File: src/rtl/cpwm_pkg.sv
package cpwm_pkg;

  // Counter events seen in the current clock
  typedef struct packed {
    logic zero;   // counter is at 0
    logic peak;   // counter is at the turn-around value
    logic up;     // next step is upward
  } cpwm_evt_t;

  // Next output level for one clock, given the events and compare match.
  // Zero point wins over a match; the zero point sets the level only when
  // the compare value taking effect is non-zero.
  function automatic logic cpwm_next_level(
    input logic at_zero,
    input logic load_nonzero,
    input logic match,
    input logic going_up,
    input logic cur
  );
    if (at_zero)    return load_nonzero;
    else if (match) return ~going_up;
    else            return cur;
  endfunction

endpackage

File: src/rtl/cpwm_timebase.sv
module cpwm_timebase
  import cpwm_pkg::*;
#(
  parameter int W = 16
) (
  input  logic         clk,
  input  logic         rst_n,
  input  logic [W-1:0] period_i,
  output logic [W-1:0] cnt_o,
  output cpwm_evt_t    evt_o
);

  localparam logic [W-1:0] ONE = {{(W-1){1'b0}}, 1'b1};

  logic [W-1:0] cnt_q;
  logic         dir_q;
  logic         at_zero;
  logic         at_peak;
  logic         go_up;

  always_comb begin
    at_zero = (cnt_q == '0);
    at_peak = !at_zero && (cnt_q >= period_i);
    if (at_zero)      go_up = 1'b1;
    else if (at_peak) go_up = 1'b0;
    else              go_up = dir_q;
  end

  always_ff @(posedge clk or negedge rst_n) begin
    if (!rst_n) begin
      cnt_q <= '0;
      dir_q <= 1'b1;
    end else begin
      cnt_q <= go_up ? (cnt_q + ONE) : (cnt_q - ONE);
      dir_q <= go_up;
    end
  end

  assign cnt_o = cnt_q;
  assign evt_o = '{zero: at_zero, peak: at_peak, up: go_up};

endmodule

File: src/rtl/cpwm_cmp_buf.sv
module cpwm_cmp_buf #(
  parameter int W = 16
) (
  input  logic         clk,
  input  logic         rst_n,
  input  logic         load_i,
  input  logic         wr_i,
  input  logic [W-1:0] data_i,
  output logic [W-1:0] held_o,
  output logic [W-1:0] active_o
);

  logic [W-1:0] held_q;
  logic [W-1:0] active_q;

  always_ff @(posedge clk or negedge rst_n) begin
    if (!rst_n) begin
      held_q   <= '0;
      active_q <= '0;
    end else begin
      if (wr_i)   held_q   <= data_i;
      if (load_i) active_q <= held_q;
    end
  end

  assign held_o   = held_q;
  assign active_o = active_q;

endmodule

File: src/rtl/cpwm_action.sv
module cpwm_action
  import cpwm_pkg::*;
#(
  parameter int W = 16
) (
  input  logic         clk,
  input  logic         rst_n,
  input  logic [W-1:0] cnt_i,
  input  cpwm_evt_t    evt_i,
  input  logic [W-1:0] active_i,
  input  logic [W-1:0] loading_i,
  output logic         pwm_o
);

  logic pwm_q;
  logic match_w;
  logic load_nz_w;

  always_comb begin
    match_w   = (cnt_i == active_i);
    load_nz_w = (loading_i != '0);
  end

  always_ff @(posedge clk or negedge rst_n) begin
    if (!rst_n) pwm_q <= 1'b0;
    else        pwm_q <= cpwm_next_level(evt_i.zero, load_nz_w, match_w,
                                         evt_i.up, pwm_q);
  end

  assign pwm_o = pwm_q;

endmodule

File: src/rtl/cpwm_center_gen.sv
module cpwm_center_gen
  import cpwm_pkg::*;
#(
  parameter int W = 16
) (
  input  logic         clk,
  input  logic         rst_n,
  input  logic [W-1:0] period_i,
  input  logic         cmp_wr_i,
  input  logic [W-1:0] cmp_data_i,
  output logic         pwm_o,
  output logic         zero_o,
  output logic         peak_o,
  output logic         up_o
);

  logic [W-1:0] cnt_w;
  logic [W-1:0] held_w;
  logic [W-1:0] active_w;
  cpwm_evt_t    evt_w;

  cpwm_timebase #(.W(W)) u_tb (
    .clk      (clk),
    .rst_n    (rst_n),
    .period_i (period_i),
    .cnt_o    (cnt_w),
    .evt_o    (evt_w)
  );

  cpwm_cmp_buf #(.W(W)) u_buf (
    .clk      (clk),
    .rst_n    (rst_n),
    .load_i   (evt_w.zero),
    .wr_i     (cmp_wr_i),
    .data_i   (cmp_data_i),
    .held_o   (held_w),
    .active_o (active_w)
  );

  cpwm_action #(.W(W)) u_act (
    .clk       (clk),
    .rst_n     (rst_n),
    .cnt_i     (cnt_w),
    .evt_i     (evt_w),
    .active_i  (active_w),
    .loading_i (held_w),
    .pwm_o     (pwm_o)
  );

  assign zero_o = evt_w.zero;
  assign peak_o = evt_w.peak;
  assign up_o   = evt_w.up;

endmodule

File: config.mk
export PLATFORM = sky130hd
export DESIGN_NAME = cpwm_center_gen
export DESIGN_NICKNAME = d
export VERILOG_FILES = /design/src/rtl/cpwm_pkg.sv /design/src/rtl/cpwm_timebase.sv /design/src/rtl/cpwm_cmp_buf.sv /design/src/rtl/cpwm_action.sv /design/src/rtl/cpwm_center_gen.sv
export SDC_FILE = /design/constraint.sdc
export NUM_CORES = 1
export LEC_CHECK = 0
export BUFFER_PORTS_ARGS = -buffer_cell sky130_fd_sc_hd__buf_4
export CORE_MARGIN = 5
export CORE_UTILIZATION = 35
export DETAILED_ROUTE_END_ITERATION = 10
export SETUP_SLACK_MARGIN = 0.3
export SLEW_MARGIN = 30
export SYNTH_ARGS = -nofsm -noshare
export SYNTH_HDL_FRONTEND = slang
export SYNTH_SLANG_ARGS = --single-unit
File: constraint.sdc
create_clock -name clk -period 6.6 [get_ports clk]
set_clock_uncertainty 0.15 [all_clocks]
set_input_delay 0 -clock clk [delete_from_list [all_inputs] [get_ports clk]]
set_output_delay 0 -clock clk [all_outputs]
set_load 0.01 [all_outputs]
Yosys cells after proc, flatten, opt, wreduce, memory -nomap -nowiden
Cells that the tools add are included.
{"block": "word_totals", "reg_bits": 50, "in_bits": 35, "out_inout_bits": 4, "elab_cells": 20}
{"block": "op_classes", "add_sub_neg": 2, "magnitude_cmp": 1, "n_eq_ne": 1, "muxes": 5, "bitwise": 1, "n_reduce_logical": 5}
{"operator": "$add 16x1->16 const B", "count": 1}
{"operator": "$eq 16x16->1", "count": 1}
{"operator": "$ge 16x16->1", "count": 1}
{"operator": "$logic_not 16->1", "count": 1}
{"operator": "$mux 16", "count": 1}
{"operator": "$reduce_bool 16->1", "count": 1}
{"operator": "$sub 16x1->16 const B", "count": 1}
{"operator": "$mux 1", "count": 4}
{"operator": "$reduce_bool 2->1", "count": 1}
{"operator": "$logic_and 1x1->1", "count": 1}
{"operator": "$logic_not 1->1", "count": 1}
{"operator": "$not 1->1", "count": 1}

Depth between registers and ports, before layout
Gate-level depths: netlist of run 1.
{"block": "depth", "depth_word": 8, "mapped_depth": 17, "mapped_depth_nobuf": 17}

Modules after synthesis
Synthesis of run 1 repeated with hierarchy kept, for this count alone.
{"block": "hier_totals", "hier_cells": 269, "area_unflattened_um2": 3123.0}
{"module": "cpwm_timebase", "n_inst": 1, "cells_each": 170, "area_per_inst_um2": 1566.5, "seq_area_each_um2": 426.7}
{"module": "cpwm_cmp_buf", "n_inst": 1, "cells_each": 68, "area_per_inst_um2": 1298.7, "seq_area_each_um2": 800.8}
{"module": "cpwm_action", "n_inst": 1, "cells_each": 31, "area_per_inst_um2": 257.7, "seq_area_each_um2": 25.0}

Worst setup path after synthesis of run 1
Ideal clock, no wire load.
{"block": "synth_timing", "path_kind": "flip-flop to flip-flop", "start": "register u_tb.cnt_q[0], in the netlist u_tb.cnt_o[0]", "end": "register u_tb.cnt_q[14], in the netlist u_tb.cnt_o[14]", "setup_ps": 80, "t_arrival_ps": 3736, "required_ps": 6370, "setup_slack_ps": 2634, "path_stages_with_launch": 18, "path_buffers": 0, "period_less_slack_ps": 3966, "path_cell_list": "dfrtp_1 -> inv_1 -> ha_1 -> nand2b_1 -> a2111oi_0 -> nand4b_1 -> a21o_1 -> nand3_1 -> nand2_1 -> inv_1 -> ha_1 -> nor2b_4 -> o2111ai_1 -> a21oi_1 -> or4_4 -> a31o_1 -> a21oi_2 -> xnor2_1"}
{"block": "synth_via", "elab_chain_len": 6, "elab_cells_between_ends": 9, "cone_classes": "add/sub: 2; order compare: 1; mux: 3; reduce/logical: 3"}
{"element": "start, declared", "line": "cpwm_timebase.sv:15", "text": "logic [W-1:0] cnt_q;"}
{"element": "start signal, assigned", "line": "cpwm_timebase.sv:34", "text": "cnt_q <= go_up ? (cnt_q + ONE) : (cnt_q - ONE);"}
{"element": "branches (longest 4 deep; another with $ge 16x16->1)"}
{"element": "$mux 1 *", "line": "cpwm_timebase.sv:24", "text": "if (at_zero) go_up = 1'b1;"}
{"element": "named net up_o", "line": "cpwm_center_gen.sv:14", "text": "output logic up_o"}
{"element": "$mux 16 *", "line": "cpwm_timebase.sv:34"}
Mark *: on every way through the listed nets, which the timed path passes.
A chain may end at the register's enable or synchronous reset.

Worst setup path in the final report of run 1
{"block": "layout_timing", "start": "register u_tb.cnt_q[0], in the netlist u_tb.cnt_o[0]", "end": "register u_tb.cnt_q[14], in the netlist u_tb.cnt_o[14]"}
{"block": "layout_via", "elab_chain_len": 6, "elab_cells_between_ends": 9, "cone_classes": "add/sub: 2; order compare: 1; mux: 3; reduce/logical: 3"}
{"element": "branches (longest 5 deep; another with $ge 16x16->1)"}
{"element": "$mux 16 *", "line": "cpwm_timebase.sv:34"}
Mark *: on every way between the ends.

==> reports/metrics.yaml, run 1 <==
utilization_pct: 46.1
synth-seq-cells: 50
timing.fmax_ghz: 0.229
power.density_nw_per_um2: 337
slew_viol_final: 0
outcome: "completed"
cp_max_fo: 14
setup_viol: 0
area_growth_pct: 28.5
routed_wl_um: 6650
postPlaceCellArea_um2: 3340
required_ps: 6680
drt_iter0_markers: 124
wl_per_cell_um: 14.0
vias_per_cell: 4.87
r2r_end: "u_tb.cnt_o[14]"
timing.hold.ws_ps: 100
num_vias: 2310
coreArea_um2: 8180
reg2reg_depth: 17
rsz0062_at_grt: "no"
route.detailed.drc: 0
cts.clk_slew.worst_paths_ps: 90
drtAntennaViolNets: 0
clk_path_buf_depth: 2
ys_types: 38
antenna_cells: 0
nNetsFinal: 434
dieArea_um2: 10300
grt_overflow: 0
seq_area_frac_synth_pct: 42.7
synth-edff-count: 0
fin_ws_ps: 2230
cp.arrival_ps: 4450
period_share_pct: 66.1
fp.dieW_um: 102
final_area_um2: 3770
grt_usage_pct: 14.0
rrSetupSlack_ps: 2230
cp-end-kind: "flip-flop"
slowest_delay_ps: 500
antenna_found_initial: 0
slowest_stage: "or4_4"
drv_cap: 0
clock_latency_ps: 310
synth_warnings: 0
synth_fp_nets: 360
relSlewSlack_pct: 57.6
grt_pass1_wl_um: 11300
numCtsBuffers: 5
ctsHtreeMaxLevel: 2
firstDrtPassIters: 4
mappedNetlistArea_um2: 2930
syn_inst: 294
gp_congestion: 0.903
fin_crit_ps: 4370
hold_violations: 0
port_buffers: 38
dp.final_hpwl_um: 4960
worst_pin_slew_ps: 636
synth-async-reset-ratio_pct: 100
hp-class: "in -> async"
ys.flop_type: "dfrtp_1"
worstReg2RegStart: "u_tb.cnt_o[0]"
synth_top_area_share_pct: 41.8
synth_area_per_cell_um2: 9.98
ios: 39
drive_gt1_share_pct: 16.0
synth_top_cell_by_area: "dfrtp_1"
cts_tree: "built"
grt_max_degree: 51
start_util_pct: 35.9
cts_num_sinks: 50
grt_pass1_vias: 2370
setup_tns_ps: 0
cp_cell_sequence: "inv_1, ha_1, nand2b_1, a2111oi_0, nand4b_1, a21o_1, nand3_1, nand2_1, inv_1, ha_1, nor2b_4, o2111ai_1, a21oi_1, or4_4, a31o_1, a21oi_2, xnor2_1"
start_kind: "flip-flop"
cts_root_buf: "clkbuf_8"
place_ws_ps: 2290
chipHeight_um: 102
std_cell_rows: 33
synthTopCellsByArea: "dfrtp_1 (42%), ha_1 (13%), nand2_1 (7.2%), xor2_1 (5.7%), mux2_1 (3.8%)"
vdd_drop_max_v: 0.000177
leakage_nw: 1.84
critPathKind: "reg -> reg"
[critical path, delay by kind of cell (launching register included)]
| kind | cells | cell delay (ps) |
|---|---|---|
| simple gates | 6 | 1290 |
| compound gates | 6 | 1230 |
| fa+ha+maj | 2 | 660 |
| flops | 1 | 430 |
| buf+inv | 2 | 420 |
| xor+xnor | 1 | 120 |
[power breakdown]
part	switching [mW]	internal [mW]
registers	0.0936	0.374
clock network	0.108	0.0865
logic	0.304	0.304
[layer usage]
| metal | track usage (%) | vias to the layer above | wire length, um |
|---|---|---|---|
| met5 | 0 | - | 0 |
| met4 | 5.83 | 0 | 191 |
| met3 | 2.62 | 12 | 315 |
| met2 | 22.1 | 53 | 2990 |
| met1 | 18.8 | 1079 | 3160 |
| li1 | - | 1166 | - |
[Yosys cell counts, types with 2 or more instances]
master,instances
nor2_1,9
nand2b_1,3
xnor2_1,11
nand4_1,6
xor2_1,19
clkbuf_1,4
dfrtp_1,49
mux2_2,6
a21oi_2,2
nand3_1,6
ha_1,30
nand4b_1,2
o21ai_1,4
nand2_1,56
inv_1,19
a31oi_1,2
a21o_1,9
a21oi_1,15
a211oi_1,3
nor4_1,12
mux2_1,10
[logic make-up (layout without fill, tap and decap cells)]
logic type | after synthesis | count (layout) | share of synthesized area, %
compound gates | 42 | 42 | 9.30
fa+ha+maj | 31 | 31 | 13.5
mux | 17 | 17 | 6.48
simple gates | 99 | 99 | 15.9
buf+inv | 25 | 100 | 3.20
flops | 50 | 50 | 42.7
xor+xnor | 30 | 30 | 8.96
[layout make-up]
class / instances / area [um^2]
clock buffer: 6 / 82.6
clock inverter: 2 / 16.3
fill: 795 / 4410
inverter: 20 / 75.1
multi-input combinational: 219 / 1590
sequential: 50 / 1250
tap: 105 / 131
timing repair buffer: 72 / 623
[worst max-delay path by stage]
stage                     slack (ps)     startpoint  cells past startpoint        endpoint
final                           2230  u_tb.cnt_o[0]                     17  u_tb.cnt_o[14]
after global routing            1760  u_tb.cnt_o[0]                     17  u_tb.cnt_o[14]
after CTS                       2260  u_tb.cnt_o[0]                     17  u_tb.cnt_o[14]
after detailed placement        2290  u_tb.cnt_o[0]                     17  u_tb.cnt_o[14]
after global placement          2380  u_tb.cnt_o[0]                     17  u_tb.cnt_o[14]
after floorplan                 2630  u_tb.cnt_o[0]                     17  u_tb.cnt_o[14]
[per-stage QoR]
stage | cells | power [mW]
global route | 474 | 1.38
floorplan | 294 | 0.899
CTS | 474 | 1.28
detailed placement | 433 | 1.06
finish | 474 | 1.27
global placement | 433 | 1.06
[layout by cell type (no fill, tap or decap), types with 2 or more instances in the layout]
cell type	netlist	final
nand4b_1	2	2
dlygate4sd3_1	0	33
o21ai_1	4	4
ha_1	30	30
mux2_1	10	10
a31oi_1	2	2
nand2b_1	3	3
clkbuf_8	0	6
mux2_2	6	6
inv_1	19	19
xnor2_1	11	11
dfrtp_1	49	49
a21oi_1	15	15
a211oi_1	3	3
nand3_1	6	6
buf_4	0	39
nand2_1	56	56
nor2_1	9	9
nor4_1	12	12
nand4_1	6	6
xor2_1	19	19
a21oi_2	2	2
a21o_1	9	9
[registers in the layout, summed over array words and instances, names as in the netlist]
name	count
u_buf.active_o	16
u_buf.held_o	16
u_tb.dir_q	1
u_act.pwm_o	1
u_tb.cnt_o	16
[what timing repair did]
action / in CTS / in global routing
resized for setup: 0 / 0
hold buffers: 33 / 0
setup buffers: 0 / 0
hold endpoints to repair: 66 / 0
Note: power is estimated with default switching activity, not from simulation.
==> inputs of run 2 (changes only) <==
ABC_AREA = 1   (was default)
clock period = 3.9 ns   (was 6.6 ns; I/O delays follow)
==> reports/metrics.yaml, run 2 <==
outcome: "completed"
cts_num_sinks: 50  # unchanged
placed_cells: 488  # +13%
drt_iter0_markers: 63  # -49%
nNetsFinal: 505  # +16%
wl_per_cell_um: 12.9  # -8.3%
chipHeight_um: 104  # +2.2%
cp_max_fo: 37  # +23
syn_inst: 348  # +18%
cp-end-kind: "flip-flop"
grt_usage_pct: 13.6  # -0.41 points
dp.final_hpwl_um: 4930  # -0.63%
dieArea_um2: 10800  # +4.5%
multi_input_area_um2: 1610  # +1.2%
synth_top_cell_by_area: "dfrtp_1"
layout_common_cells: "nand2_1 (69), dlygate4sd3_1 (49), dfrtp_1 (49)"
grt_max_degree: 51  # unchanged
rsz0062_at_grt: "no"
start_util_pct: 35.7  # -0.22 points
mappedNetlistArea_um2: 3080  # +5.0%
synth_area_per_cell_um2: 8.85  # -11%
critPathKind: "reg -> reg"
seq_area_um2: 1250  # unchanged
cp.arrival_ps: 3360  # -1090 ps
relSlewSlack_pct: 57.0  # -0.56 points
numCtsBuffers: 5  # unchanged
setup_viol: 0  # unchanged
ios: 39  # unchanged
timing.fmax_ghz: 0.304  # +33%
port_buffers: 38  # unchanged
drive_gt1_share_pct: 16.6  # +0.60 points
antenna_found_initial: 0  # unchanged
grt_overflow: 0  # unchanged
place_ws_ps: 439  # -1850 ps
cts_tree: "built"
routed_wl_um: 7050  # +6.0%
cts.clk_slew.worst_paths_ps: 110  # +20 ps
fin_ws_ps: 614  # -1620 ps
area_growth_pct: 32.3
ys.flop_type: "dfrtp_1"
ys_types: 31  # -18%
ctsHtreeMaxLevel: 2  # unchanged
drtAntennaViolNets: 0  # unchanged
final_common_cell: "nand2_1"
fill_cells: 818  # +2.9%
clk_path_buf_depth: 2  # unchanged
synth-edff-count: 0  # unchanged
power.density_nw_per_um2: 536  # +59%
hp-class: "in -> async"
std_cell_rows: 34  # +3.0%
vdd_drop_max_v: 0.000259  # +47%
seq_area_frac_synth_pct: 40.7  # -2.0 points
fp.dieW_um: 104  # +2.2%
antenna_cells: 0  # unchanged
setup_tns_ps: 0  # unchanged
vias_per_cell: 4.72  # -3.2%
clock_latency_ps: 320  # about the same
synth.most_common_cell: "nand2_1"
required_ps: 3970  # -2710 ps
period_share_pct: 84.3  # +18 points
worst_pin_slew_ps: 644  # +8.41 ps
num_vias: 2584  # +12%
coreArea_um2: 8640  # +5.6%
synth_common_cells: "nand2_1 (69), dfrtp_1 (49), inv_1 (49)"
firstDrtPassIters: 4  # unchanged
grt_pass1_vias: 2639  # +11%
synth_fp_nets: 414  # +15%
route.detailed.drc: 0  # unchanged
start_kind: "flip-flop"
synthTopCellsByArea: "dfrtp_1 (40%), ha_1 (12%), nand2_1 (8.4%), inv_1 (6.0%), xnor2_1 (6.0%)"
synth_top_area_share_pct: 39.8  # -2.0 points
grt_pass1_wl_um: 12200  # +8.2%
leakage_nw: 1.94  # +5.6%
cts_root_buf: "clkbuf_8"
synth-seq-cells: 50  # unchanged
slew_viol_final: 0  # unchanged
fin_crit_ps: 3290  # -1080 ps
gp_congestion: 0.853  # -5.5%
hold_violations: 0  # unchanged
drv_cap: 0  # unchanged
stdcell_count: 548  # +16%
synth_warnings: 0  # unchanged
synth-async-reset-ratio_pct: 100  # unchanged
==> run 2: final cells by class <==
type	count	area share, %
clock buffer	5	1.69
multi-input combinational	243	39.4
sequential	50	30.7
inverter	49	4.61
timing repair buffer	90	19.6
clock inverter	3	0.675
tap	108	3.32
==> run 2: repair_timing <==
action / CTS / global route
hold endpoints to repair: 66 / 0
setup endpoints to repair: 0 / 7
gates resized for setup: 0 / 4
hold buffers: 49 / 0
setup buffers: 0 / 3
==> run 2: layer usage <==
layer  vias up  wire length (um)  global-route usage, %
li1       1327                 -                      -
met1      1208              3320                   17.6
met2        41              3400                   23.2
met3         8               251                   2.86
met4         0                70                   2.87
met5         -                 0                      0
==> run 2: path summary, 6_finish.rpt <==
path                                     end         startpoint  cells after the start  slack, ps
min                         u_buf.held_o[15]              rst_n                      2         80
max                           u_tb.cnt_o[15]     u_tb.cnt_o[14]                     15        610
max in group asynchronous      u_tb.cnt_o[7]              rst_n                      2       3060
min in group clk                  u_tb.dir_q       period_i[15]                      8        220
max reg2reg                   u_tb.cnt_o[15]     u_tb.cnt_o[14]                     15        610
min reg2reg                u_buf.active_o[6]  u_buf.active_o[6]                      2        360
==> run 2: kinds of logic (layout without fill, tap and decap cells) <==
kind of cell,after synthesis,in the layout,synth area share (%)
buffers and inverters,55,147,7.44
xor gates and xnor gates,29,29,8.25
DFF,50,50,40.7
AOI/OAI and AO/OA,74,74,15.1
adders and majority gates,31,31,12.8
and+or+nand+nor,109,109,15.7
==> run 2: power breakdown <==
| part | internal [mW] | switching [mW] |
|---|---|---|
| sequential | 0.625 | 0.159 |
| combinational | 0.514 | 0.554 |
| clock | 0.133 | 0.199 |
==> run 2: metrics by stage <==
step / power, mW / utilization, % / area [um^2] / hold WS [ps]
after floorplan: 1.54 / - / 3080 / -446
after global placement: 1.79 / 40.0 / 3450 / -79.8
after detailed placement: 1.81 / 40.0 / 3450 / -78.3
after CTS: 2.20 / 46.8 / 4040 / 110
after global routing: 2.40 / 47.2 / 4080 / 138
final: 2.18 / 47.2 / 4080 / 78.5
==> run 2: critical path, stage by stage, from the launching register on <==
cell	delay, ps
dfrtp_1	490
nor4_1	340
and2_1	220
nand2_4	260
nand2_4	230
clkinvlp_4	130
buf_4	180
ha_1	350
a21o_1	210
inv_1	70
o21a_1	120
nand3_2	100
a21oi_2	150
inv_1	50
nand3_1	70
nand2_1	50
==> inputs of run 3 (changes only) <==
clock period = 3.2 ns   (was 3.9 ns; I/O delays follow)
==> reports/metrics.yaml, run 3 (synthesis results as in run 2) <==
wl_per_cell_um: 13.8  # +7.2%
chipHeight_um: 104  # unchanged
coreArea_um2: 8640  # unchanged
cts_num_sinks: 50  # unchanged
hold_violations: 0  # unchanged
setup_tns_ps: -21.4  # -21.4 ps
ios: 39  # unchanged
vias_per_cell: 4.75  # +0.72%
rsz0062_at_grt: "yes"
stdcell_count: 594  # +8.4%
std_cell_rows: 34  # unchanged
multi_input_area_um2: 1870  # +16%
fp.dieW_um: 104  # unchanged
required_ps: 3280  # -690 ps
vdd_drop_max_v: 0.000291  # +12%
fin_ws_ps: -21.4  # -636 ps
period_share_pct: 101  # +16 points
slew_viol_final: 0  # unchanged
grt_pass1_vias: 2861  # +8.4%
fin_crit_ps: 3220  # -64.5 ps
grt_usage_pct: 14.7  # +1.1 points
numCtsBuffers: 5  # unchanged
nNetsFinal: 551  # +9.1%
clk_path_buf_depth: 2  # unchanged
fill_cells: 770  # -5.9%
firstDrtPassIters: 8  # +4
final_common_cell: "buf_4"
outcome: "complete, but fails checks"
port_buffers: 38  # unchanged
dieArea_um2: 10800  # unchanged
placed_cells: 508  # +4.1%
grt_overflow: 0  # unchanged
relSlewSlack_pct: 58.0  # +0.94 points
drv_cap: 0  # unchanged
leakage_nw: 2.20  # +14%
layout_common_cells: "buf_4 (74), nand2_1 (65), dlygate4sd3_1 (49), dfrtp_1 (49), inv_1 (46)"
drtAntennaViolNets: 0  # unchanged
grt_max_degree: 51  # unchanged
setup_viol: 1  # +1
dp.final_hpwl_um: 4990  # +1.2%
cts_root_buf: "clkbuf_8"
clock_latency_ps: 310  # about the same
cts.clk_slew.worst_paths_ps: 100  # about the same
route.detailed.drc: 0  # unchanged
gp_congestion: 0.870  # +2.0%
failed_checks: "negative setup slack"
cp-end-kind: "flip-flop"
grt_pass1_wl_um: 13200  # +8.0%
start_util_pct: 35.7  # unchanged
worst_pin_slew_ps: 630  # -14.1 ps
power.density_nw_per_um2: 713  # +33%
num_vias: 2821  # +9.2%
routed_wl_um: 8190  # +16%
drive_gt1_share_pct: 31.1  # +14 points
cp.arrival_ps: 3310  # -50 ps
drt_iter0_markers: 71  # +13%
timing.fmax_ghz: 0.310  # +2.0%
cp_max_fo: 6  # -84%
cts_tree: "built"
area_growth_pct: 53.4
critPathKind: "reg -> reg"
antenna_cells: 0  # unchanged
hp-class: "in -> async"
ctsHtreeMaxLevel: 2  # unchanged
antenna_found_initial: 0  # unchanged
start_kind: "flip-flop"
seq_area_um2: 1250  # unchanged
-- run 3: power breakdown --
| part | total, mW | switching, mW | internal [mW] |
|---|---|---|---|
| registers | 0.846 | 0.0835 | 0.762 |
| clock network | 0.392 | 0.233 | 0.159 |
| logic | 2.13 | 1.06 | 1.07 |
-- run 3: path summary, 6_finish.rpt --
| check | start | end | slack (ps) | cells past startpoint |
|---|---|---|---|---|
| max | u_tb.cnt_o[15] | u_tb.cnt_o[12] | -20 | 15 |
| min | rst_n | u_buf.held_o[15] | 110 | 2 |
| max reg2reg | u_tb.cnt_o[15] | u_tb.cnt_o[12] | -20 | 15 |
| min reg2reg | u_buf.active_o[0] | u_buf.active_o[0] | 360 | 2 |
| max in group asynchronous | rst_n | u_tb.cnt_o[9] | 2370 | 2 |
| min in group clk | u_buf.active_o[0] | u_buf.active_o[0] | 360 | 2 |
-- run 3: critical path: stages (launching register included) --
cell      delay [ps]
dfrtp_1          450
ha_4             300
nand4_1          130
nor3_2           250
nand2_1          150
nand3_2          140
nand2_4           80
buf_4            140
buf_4            150
fa_1             460
o21ai_4          230
a21oi_4          120
o21bai_4         130
nand2_1           70
nand2_1           70
xor2_1           140
-- run 3: metrics by stage --
step           utilization [%]  cell area [um^2]  power (mW)  setup slack [ps]  hold WS (ps)
5_1_grt                   54.7              4720        3.63              -175           171
2_1_floorplan                -              3080        1.88               209          -446
3_3_place_gp              41.7              3600        2.33              7.03         -92.0
4_1_cts                   51.3              4430        3.00               148           115
3_5_place_dp              41.7              3600        2.36             -55.0         -82.1
6_report                  54.7              4720        3.37             -21.4           106
-- run 3: timing repair --
action	4_1_cts	5_1_grt
resized for setup	20	43
gates cloned	1	0
setup endpoints to repair	11	13
buffers inserted	16	12
endpoints found under the hold margin	66	0
hold buffers	49	0
pin swaps	6	27
-- run 3: layer usage --
metal  routed length [um]  track usage [%]  share of wire, %  up-vias
met5                    0                0                 0        -
li1                     -                -                 -     1421
met4                   89             3.05               1.1        0
met2                 4170             24.7                51       58
met3                  319             2.86               3.9       11
met1                 3610             19.7                44     1331
-- run 3: cell type report --
cell class | count | share of cell area, %
Multi-Input combinational cell | 243 | 39.5
Sequential cell | 50 | 26.5
Timing Repair Buffer | 135 | 25.0
Inverter | 49 | 3.97
Tap cell | 108 | 2.86
Clock buffer | 5 | 1.46
Clock inverter | 3 | 0.477
Timing Repair inverter | 1 | 0.159
